## src/rtl/rtcbus_pkg.sv

```systemverilog
package rtcbus_pkg;

  // Phases of one bit cycle on the serial bus.
  typedef enum logic [2:0] {
    PH_IDLE,      // no bit cycle, chip select high
    PH_SETUP,     // data line set up, strobes still high
    PH_STROBE,    // chip select and strobe low, first period
    PH_HOLD,      // read only: second period after sampling
    PH_UNSTROBE,  // strobe high again, chip select still low
    PH_GAP        // chip select high, spacing to the next bit
  } bit_phase_e;

  // Index of the final bit cycle of a transaction.
  function automatic int unsigned last_bit_index(input logic is_cmd,
                                                 input int unsigned aw,
                                                 input int unsigned dw);
    return is_cmd ? (aw - 1) : (aw + dw - 1);
  endfunction

  // Serial byte assembly: a new bit enters at the top.
  function automatic logic [7:0] shift_in_top(input logic [7:0] acc,
                                              input logic b);
    return {b, acc[7:1]};
  endfunction

endpackage

```

## src/rtl/rtcbus_timer.sv

```systemverilog
module rtcbus_timer #(
  parameter int unsigned CW = 8
) (
  input  logic          clk,
  input  logic          rst_n,
  input  logic          load,
  input  logic [CW-1:0] load_val,
  output logic          expired
);
  logic [CW-1:0] cnt;

  always_ff @(posedge clk or negedge rst_n) begin
    if (!rst_n)              cnt <= '0;
    else if (load)           cnt <= load_val;
    else if (cnt != '0)      cnt <= cnt - 1'b1;
  end

  assign expired = (cnt == '0);
endmodule

```

## src/rtl/rtcbus_phy.sv

```systemverilog
module rtcbus_phy
  import rtcbus_pkg::*;
#(
  parameter int unsigned CLK_PER_US = 125
) (
  input  logic clk,
  input  logic rst_n,
  input  logic start,
  input  logic rd_bit,
  input  logic wr_val,
  input  logic dq_i,
  output logic cs_n,
  output logic wr_n,
  output logic rd_n,
  output logic dq_o,
  output logic dq_oe,
  output logic phy_idle,
  output logic smp_stb,
  output logic smp_val,
  output logic cyc_done
);
  localparam int unsigned CW = $clog2(CLK_PER_US + 1);
  localparam logic [CW-1:0] PERIOD_LOAD = CW'(CLK_PER_US - 1);

  bit_phase_e ph, ph_nxt;
  logic       tmr_load, tmr_exp;
  logic       cyc_rd, cyc_val;

  rtcbus_timer #(.CW(CW)) tmr_i (
    .clk      (clk),
    .rst_n    (rst_n),
    .load     (tmr_load),
    .load_val (PERIOD_LOAD),
    .expired  (tmr_exp)
  );

  always_comb begin
    ph_nxt   = ph;
    tmr_load = 1'b0;
    smp_stb  = 1'b0;
    cyc_done = 1'b0;
    unique case (ph)
      PH_IDLE:     if (start) ph_nxt = PH_SETUP;
      PH_SETUP: begin
        ph_nxt   = PH_STROBE;
        tmr_load = 1'b1;
      end
      PH_STROBE: if (tmr_exp) begin
        if (cyc_rd) begin
          ph_nxt   = PH_HOLD;
          tmr_load = 1'b1;
          smp_stb  = 1'b1;
        end else begin
          ph_nxt = PH_UNSTROBE;
        end
      end
      PH_HOLD:     if (tmr_exp) ph_nxt = PH_UNSTROBE;
      PH_UNSTROBE: begin
        ph_nxt   = PH_GAP;
        tmr_load = 1'b1;
      end
      PH_GAP: if (tmr_exp) begin
        ph_nxt   = PH_IDLE;
        cyc_done = 1'b1;
      end
      default:     ph_nxt = PH_IDLE;
    endcase
  end

  always_ff @(posedge clk or negedge rst_n) begin
    if (!rst_n) ph <= PH_IDLE;
    else        ph <= ph_nxt;
  end

  // Cycle kind and bit value are held for the whole cycle and the idle after it.
  always_ff @(posedge clk or negedge rst_n) begin
    if (!rst_n) begin
      cyc_rd  <= 1'b0;
      cyc_val <= 1'b1;
    end else if (ph == PH_IDLE && start) begin
      cyc_rd  <= rd_bit;
      cyc_val <= rd_bit ? 1'b1 : wr_val;
    end
  end

  assign cs_n     = !(ph == PH_STROBE || ph == PH_HOLD || ph == PH_UNSTROBE);
  assign wr_n     = !(ph == PH_STROBE && !cyc_rd);
  assign rd_n     = !((ph == PH_STROBE || ph == PH_HOLD) && cyc_rd);
  assign dq_o     = cyc_val;
  assign dq_oe    = !cyc_rd;
  assign phy_idle = (ph == PH_IDLE);
  assign smp_val  = dq_i;
endmodule

```

## src/rtl/rtcbus_seq.sv

```systemverilog
module rtcbus_seq
  import rtcbus_pkg::*;
#(
  parameter int unsigned ADDR_W    = 4,
  parameter int unsigned DATA_W    = 8,
  parameter int unsigned CMD_FIRST = 14
) (
  input  logic              clk,
  input  logic              rst_n,
  input  logic              req_valid,
  input  logic              req_write,
  input  logic [ADDR_W-1:0] req_addr,
  input  logic [DATA_W-1:0] req_wdata,
  input  logic              phy_idle,
  input  logic              cyc_done,
  input  logic              smp_stb,
  input  logic              smp_val,
  output logic              start,
  output logic              rd_bit,
  output logic              wr_val,
  output logic              busy,
  output logic              done,
  output logic [DATA_W-1:0] rd_data
);
  localparam int unsigned NBITS = ADDR_W + DATA_W;
  localparam int unsigned IW    = $clog2(NBITS);
  localparam logic [IW-1:0] LAST_CMD = IW'(last_bit_index(1'b1, ADDR_W, DATA_W));
  localparam logic [IW-1:0] LAST_RW  = IW'(last_bit_index(1'b0, ADDR_W, DATA_W));

  logic [IW-1:0]     idx;
  logic [ADDR_W-1:0] addr_sh;
  logic [DATA_W-1:0] data_sh, acc;
  logic              r_write, r_cmd, launch;
  logic              in_addr, accept, last_bit;

  function automatic logic [DATA_W-1:0] push_top(input logic [DATA_W-1:0] a,
                                                 input logic b);
    return {b, a[DATA_W-1:1]};
  endfunction

  assign accept   = req_valid && !busy;
  assign in_addr  = (idx < IW'(ADDR_W));
  assign last_bit = (idx == (r_cmd ? LAST_CMD : LAST_RW));
  assign rd_bit   = !in_addr && !r_write;
  assign wr_val   = in_addr ? addr_sh[0] : data_sh[0];
  assign start    = launch;

  always_ff @(posedge clk or negedge rst_n) begin
    if (!rst_n) begin
      busy    <= 1'b0;
      done    <= 1'b0;
      launch  <= 1'b0;
      idx     <= '0;
      addr_sh <= '0;
      data_sh <= '0;
      acc     <= '0;
      r_write <= 1'b0;
      r_cmd   <= 1'b0;
      rd_data <= '0;
    end else begin
      done <= 1'b0;
      if (launch && phy_idle) launch <= 1'b0;
      if (accept) begin
        busy    <= 1'b1;
        launch  <= 1'b1;
        idx     <= '0;
        addr_sh <= req_addr;
        data_sh <= req_wdata;
        acc     <= '0;
        r_write <= req_write;
        r_cmd   <= (req_addr >= ADDR_W'(CMD_FIRST));
      end else if (busy) begin
        if (smp_stb) acc <= push_top(acc, smp_val);
        if (cyc_done) begin
          if (in_addr) addr_sh <= addr_sh >> 1;
          else         data_sh <= data_sh >> 1;
          if (last_bit) begin
            busy <= 1'b0;
            done <= 1'b1;
            if (!r_write && !r_cmd) rd_data <= acc;
          end else begin
            idx    <= idx + 1'b1;
            launch <= 1'b1;
          end
        end
      end
    end
  end
endmodule

```

## src/rtl/rtcbus_master.sv

```systemverilog
module rtcbus_master #(
  parameter int unsigned CLK_PER_US = 125,
  parameter int unsigned ADDR_W     = 4,
  parameter int unsigned DATA_W     = 8,
  parameter int unsigned CMD_FIRST  = 14
) (
  input  logic              clk,
  input  logic              rst_n,
  input  logic              req_valid,
  input  logic              req_write,
  input  logic [ADDR_W-1:0] req_addr,
  input  logic [DATA_W-1:0] req_wdata,
  output logic              busy,
  output logic              done,
  output logic [DATA_W-1:0] rd_data,
  output logic              bus_cs_n,
  output logic              bus_wr_n,
  output logic              bus_rd_n,
  output logic              bus_dq_o,
  output logic              bus_dq_oe,
  input  logic              bus_dq_i
);
  // Internal events, named for the checker.
  logic start, rd_bit, wr_val, phy_idle;
  logic smp_stb, smp_val, cyc_done;

  rtcbus_seq #(
    .ADDR_W    (ADDR_W),
    .DATA_W    (DATA_W),
    .CMD_FIRST (CMD_FIRST)
  ) seq_i (
    .clk       (clk),
    .rst_n     (rst_n),
    .req_valid (req_valid),
    .req_write (req_write),
    .req_addr  (req_addr),
    .req_wdata (req_wdata),
    .phy_idle  (phy_idle),
    .cyc_done  (cyc_done),
    .smp_stb   (smp_stb),
    .smp_val   (smp_val),
    .start     (start),
    .rd_bit    (rd_bit),
    .wr_val    (wr_val),
    .busy      (busy),
    .done      (done),
    .rd_data   (rd_data)
  );

  rtcbus_phy #(.CLK_PER_US(CLK_PER_US)) phy_i (
    .clk      (clk),
    .rst_n    (rst_n),
    .start    (start),
    .rd_bit   (rd_bit),
    .wr_val   (wr_val),
    .dq_i     (bus_dq_i),
    .cs_n     (bus_cs_n),
    .wr_n     (bus_wr_n),
    .rd_n     (bus_rd_n),
    .dq_o     (bus_dq_o),
    .dq_oe    (bus_dq_oe),
    .phy_idle (phy_idle),
    .smp_stb  (smp_stb),
    .smp_val  (smp_val),
    .cyc_done (cyc_done)
  );
endmodule

```

## config.mk

```make
export PLATFORM = sky130hd
export DESIGN_NAME = rtcbus_master
export DESIGN_NICKNAME = d
export VERILOG_FILES = /design/src/rtl/rtcbus_pkg.sv /design/src/rtl/rtcbus_timer.sv /design/src/rtl/rtcbus_phy.sv /design/src/rtl/rtcbus_seq.sv /design/src/rtl/rtcbus_master.sv
export SDC_FILE = /design/constraint.sdc
export NUM_CORES = 1
export LEC_CHECK = 0
export BUFFER_PORTS_ARGS = -buffer_cell sky130_fd_sc_hd__buf_2
export CAP_MARGIN = 20
export CORE_MARGIN = 3
export CORE_UTILIZATION = 57
export DETAILED_ROUTE_END_ITERATION = 16
export GPL_TIMING_DRIVEN = 0
export PLACE_DENSITY = 0.79
export SLEW_MARGIN = 40
export SYNTH_ARGS = -nofsm -noshare
export SYNTH_HDL_FRONTEND = slang
export SYNTH_SLANG_ARGS = --single-unit
```

## constraint.sdc

```tcl
create_clock -name clk -period 2.56 [get_ports clk]
set_clock_uncertainty 0.15 [all_clocks]
set_input_delay 0.256 -clock clk [delete_from_list [all_inputs] [get_ports clk]]
set_output_delay 0.256 -clock clk [all_outputs]
set_load 0.01 [all_outputs]
```

==> Word-level counts from Yosys, hierarchy flattened <==
Cells that the tools add are included.
{ "word_totals": {"output_inout_bits": 15, "word_cells": 107, "in_bits": 17, "reg_bits": 49} }
{ "classes": {"order_cmp": 2, "n_eq_ne": 12, "n_mux": 45, "n_bitwise": 1, "addsub": 2, "reduce_logical": 31} }
{ "ops": {"columns": ["operator", "n"], "rows": [
  ["2-to-1 mux 8 bit", 7],
  ["2-to-1 mux 4 bit", 9],
  ["2-to-1 mux 1 bit", 20],
  ["one-hot mux 3 bit (6 select lines)", 1],
  ["2-to-1 mux 3 bit", 5],
  ["2-to-1 mux 7 bit", 2],
  ["nonzero test 2 bit", 5],
  ["AND reduction 3 bit", 3],
  ["logical NOT 1 bit", 8],
  ["!= test 2 x 1 -> 1 bit (second input constant)", 4],
  ["logical NOT 7 bit", 1],
  ["nonzero test 7 bit", 1],
  ["subtractor 7 x 1 -> 7 bit (second input constant)", 1],
  ["equality test 3 x 2 -> 1 bit (second input constant)", 2],
  ["equality test 3 bit (second input constant)", 2],
  ["logical AND 1 bit", 6],
  ["AND reduction 5 bit", 1],
  ["adder 4 x 1 -> 4 bit (second input constant)", 1],
  ["equality test 4 bit", 1],
  [">= comparator 4 bit (second input constant)", 1],
  ["less-than comparator 4 x 3 -> 1 bit (second input constant)", 1],
  ["!= test 2 bit (second input constant)", 2],
  ["AND reduction 4 bit", 1],
  ["equality test 3 x 1 -> 1 bit (second input constant)", 1],
  ["other kinds (6)", 7]
]} }

==> Longest topological paths before layout <==
{ "logic_depth": {"word_depth": 7, "depth_mapped": 8, "mapped_depth_nobuf": 6} }

==> Modules after synthesis <==
A second synthesis with hierarchy kept.
{ "unflattened": {"cells_unflattened": 212, "hier_area_um2": 2509.9} }
{ "modules_own_cells": {"columns": ["mod", "area_per_inst_um2", "cells_each", "instances"], "rows": [
  ["rtcbus_seq", 1714.1, 126, 1],
  ["rtcbus_timer", 434.2, 43, 1],
  ["rtcbus_phy", 361.6, 43, 1]
]} }

==> Worst setup path after synthesis <==
Ideal clock, no wire load.
{ "synth_timing": {"path_type": "reg2reg", "from": "register phy_i.tmr_i.cnt[2]", "to": "register seq_i.data_sh[1]", "period_less_slack_ps": 2224, "arrival_time_ps": 1949, "path_slack_ps": 336, "required_time_ps": 2285, "path_stages_with_launch": 5, "setup_ps": 125, "n_path_buf": 0, "path_cell_list": "dfrtp_1 -> or4_4 -> or3_4 -> o21ai_4 -> mux2_2"} }
{ "synth_via": {"elab_chain_cells": 5} }
{ "synth_lines": {"columns": ["item", "line_no", "source"], "rows": [
  ["from (decl)", "rtcbus_timer.sv:10", "logic [CW-1:0] cnt;"],
  ["from (signal assigned)", "rtcbus_timer.sv:14", "else if (load) cnt <= load_val;"],
  ["from (signal assigned)", "rtcbus_timer.sv:15", "else if (cnt != '0) cnt <= cnt - 1'b1;"],
  ["logical NOT 7 bit", "rtcbus_timer.sv:18", "assign expired = (cnt == '0);"],
  ["2-to-1 mux 1 bit", "rtcbus_phy.sv:62", "PH_GAP: if (tmr_exp) begin"],
  ["2-to-1 mux 1 bit", "rtcbus_phy.sv:42", "unique case (ph)"],
  ["nonzero test 2 bit (no line)", null, null],
  ["AND reduction 3 bit (no line)", null, null],
  ["to (signal assigned)", "rtcbus_seq.sv:68", "data_sh <= req_wdata;"],
  ["to (signal assigned)", "rtcbus_seq.sv:76", "else data_sh <= data_sh >> 1;"],
  ["to (decl)", "rtcbus_seq.sv:32", "logic [DATA_W-1:0] data_sh, acc;"]
]} }
Every way passes these cells.
A chain may end at the register's enable or synchronous reset.

==> Worst setup path in the final report <==
{ "layout_timing": {"from": "register phy_i.tmr_i.cnt[2]", "to": "register seq_i.data_sh[3]"} }
The elaborated chain is that of the path after synthesis.

==> impl_results.md <==
- Vias in the first global route: 1,717
- Row count: 22
- Initial detailed-routing violation count: 65
- CP Launch Type: flop
- Synthesized area: 2389 sq um
- CP max FO: 8
- Final hold vios: 0
- Crit path time final: 2.396 ns
- Layout Cells excl Fill: 325
- CTS tree: built
- Outcome: completed
- Final period utilization: 93.58%
- Worst setup EP type: flop
- First-pass GRT wire length: 7748 um
- Warnings from Yosys: 0
- Clock power share: 36.3%
- Worst-margin pin slew: 0.5934 ns
- Antenna violations before repair: 0
- Layout cells sized above 1: 25.63%
- Stages on the worst setup path: 4
- Worst hold path type: input port to flop
- Clock Sinks: 49
- CTS Buffer Depth: 2
- Synth area leader: dfrtp_1
- P per Cell Area: 550.5 nW/um^2
- Crit path from: phy_i.tmr_i.cnt[2]$_DFFE_PN0P_
- DR WL/cell: 13.76 um
- Slew Viols, Final: 0
- Ports: 32
- Critical path type: flop to flop
- Global route overflow: 0
- Vias post-DR: 1,784
- Area contributors post-synth: dfrtp_1 50%, nand2_1 9.0%, mux2_2 8.5%, o21ai_0 4.2%, nor2_1 1.9%
- Reg2reg start: phy_i.tmr_i.cnt[2]$_DFFE_PN0P_
- Seq cells post-synth: 49
- Yosys cell types: 43
- Placed Area: 2606 sq um
- Die height: 70.74 um
- Gate power share: 7.6%
- Die footprint: 5003 sq um
- Post-Route M1 WL: 2073 um
- Most frequent cells in the layout: 57 x nand2_1, 48 x dfrtp_1, 31 x buf_2
- DRC: 0
- Post-synthesis sequential area ratio: 51.39%
- Root buffer cell: clkbuf_8
- Top cell family by delay on the critical path: simple AND/OR/NAND/NOR gates
- RSZ-0062 raised after global routing: false
- Internal cell power: 1.164 mW
- DR top layer: met4
- R2R Setup Slk: 0.16 ns
- CP endpoint: seq_i.data_sh[3]$_DFFE_PN0P_
- Design Area, Final: 2748 sq um
- Global placement routability congestion: 0.8218
- Switching pwr: 0.3486 mW
- Port Buffers: 31
- Rel. slew slack: 60.44%
- Met2 Wirelength: 2113 um
- Skew-Pair Late Insertion Delay: 0.30 ns
- Crit path DAT: 2.43 ns
- Via density: 5.489
- Gate Count Post-Synth: 236
- P&R area growth vs syn: 15.03%
- WP buf/inv: 0
- Worst-path cell chain: or4_4, or3_4, o21ai_4, mux2_2
- Largest net degree at the start of global routing: 50
- Avg Inst Size Synth: 10.12 sq um
- Inst Count DP: 315
- Sequential power share: 56.2%
- Post-synth ARST share: 100.0%
- Post-synth net total: 256
- Fmax: 417.4 MHz
- Drt total wl: 4473 um
- Reg clk slew, reported paths: 0.10 ns
- Met3 WL: 232 um
- Post-DP HPWL: 3184 um
- Post-synth EDFFs: 0
- Routed Antenna Nets: 0
- Slowest cell on crit path: or4_4
- Die Span X: 70.74 um
- Sw Share: 23.05%
- Max-cap violation count: 0
- Setup-failing EPs final: 0
- Core box area: 3854 sq um
- Most common cell after layout, fill and taps aside: nand2_1
- Post-CTS Setup Bufs: 0
- Initial core utilization: 61.98%
- CP peak stage delay: 0.57 ns
- Total track usage: 19.40%
- Peak supply drop: 0.5159 mV
- Leakage: 1.335 nW
- R2R Path End: seq_i.data_sh[3]$_DFFE_PN0P_
- CTS HTree Levels: 2
- Synth top area share: 50.29%
- Top FF cell, synth: dfrtp_1
- DRT Pass-1 Iters: 4
- TritonCTS Buffers: 5
- CP required: 2.59 ns
- N_diodes: 0
- Cell count of the worst reg-to-reg path: 4
- Final Net Count: 296
synthesized netlist by cell type, types with 4 or more instances:
library cell / number
o21ai_0: 20
inv_1: 7
mux2_2: 18
nor3_1: 5
nand3_1: 4
nand2b_1: 4
nor2_1: 12
nand2_1: 57
dfrtp_1: 48
clkbuf_1: 6
a21oi_1: 5
nand3b_1: 4
registers in the layout, indices dropped and copies added (netlist names):
| register | cells |
|---|---|
| seq_i.r_write | 1 |
| phy_i.ph | 3 |
| seq_i.r_cmd | 1 |
| phy_i.dq_o | 1 |
| seq_i.addr_sh | 4 |
| phy_i.tmr_i.cnt | 7 |
| seq_i.done | 1 |
| seq_i.rd_data | 8 |
| seq_i.start | 1 |
| seq_i.idx | 4 |
| phy_i.cyc_rd | 1 |
| seq_i.acc | 8 |
| seq_i.busy | 1 |
| seq_i.data_sh | 8 |
cell families after synthesis:
family / after synthesis / synth area share (%)
buffers and inverters: 17 / 3.143
AND/OR/NAND/NOR: 106 / 22.68
adder cells (fa/ha/maj): 3 / 1.572
AO/OA/AOI/OAI: 36 / 10.01
flip-flops: 49 / 51.39
multiplexers: 21 / 9.743
XOR/XNOR: 4 / 1.467
layout make-up:
type / instances / area [sq um]
timing repair buffer: 33 / 177.7
multi-input combinational: 170 / 1091
tap: 48 / 60.06
sequential: 49 / 1227
inverter: 7 / 26.28
clock buffer: 5 / 68.82
fill: 297 / 1106
buffer: 10 / 50.05
clock inverter: 3 / 46.29
power groups by stage:
stage | registers, mW | clock network (mW) | logic (mW)
after floorplan | 0.858 | 0 | 0.0675
after global placement | 0.863 | 0 | 0.108
after detailed placement | 0.865 | 0 | 0.113
after CTS | 0.850 | 0.556 | 0.117
after global routing | 0.856 | 0.583 | 0.133
final | 0.850 | 0.548 | 0.114
stage by stage:
| step | hold WS [ns] | setup TNS [ns] | total power [mW] | setup WS, ns | util (%) |
|---|---|---|---|---|---|
| 2_1_floorplan | -0.1896 | 0 | 0.9252 | 0.3361 | - |
| 3_3_place_gp | 0.3075 | -0.04895 | 0.9708 | -0.03384 | 67.56 |
| 3_5_place_dp | 0.1577 | -0.1559 | 0.9786 | -0.05853 | 67.63 |
| 4_1_cts | 0.01115 | 0 | 1.523 | 0.1512 | 71.27 |
| 5_1_grt | 0.02713 | 0 | 1.572 | 0.03362 | 71.30 |
| 6_report | 0.007152 | 0 | 1.513 | 0.1643 | 71.30 |
layer usage:
| layer | up-vias | track usage [%] |
|---|---|---|
| li1 | 883 | - |
| met1 | 854 | 25.00 |
| met2 | 43 | 32.34 |
| met3 | 4 | 4.688 |
| met4 | 0 | 6.263 |
| met5 | - | 0 |
worst min-delay path, cell delays in order:
cell and delay, ns:
buf_2 0.08, nand2_1 0.04, o21ai_0 0.05
worst min-delay path by stage:
stage	start	endpoint	cells after the start
after floorplan	rst_n	phy_i.cyc_rd$_DFFE_PN0P_	0
after global routing	bus_dq_i	seq_i.acc[7]$_DFFE_PN0P_	3
final	bus_dq_i	seq_i.acc[7]$_DFFE_PN0P_	3
after CTS	bus_dq_i	seq_i.acc[7]$_DFFE_PN0P_	3
after global placement	req_write	seq_i.r_write$_DFFE_PN0P_	3
after detailed placement	rst_n	phy_i.tmr_i.cnt[4]$_DFFE_PN0P_	1
timing repair:
action | CTS | global route
gates resized for setup | 1 | 1
hold endpoints to repair | 49 | 0
endpoints found under the setup margin | 6 | 6
hold buffers | 2 | 0
Note: power is estimated with default switching activity, not from simulation.
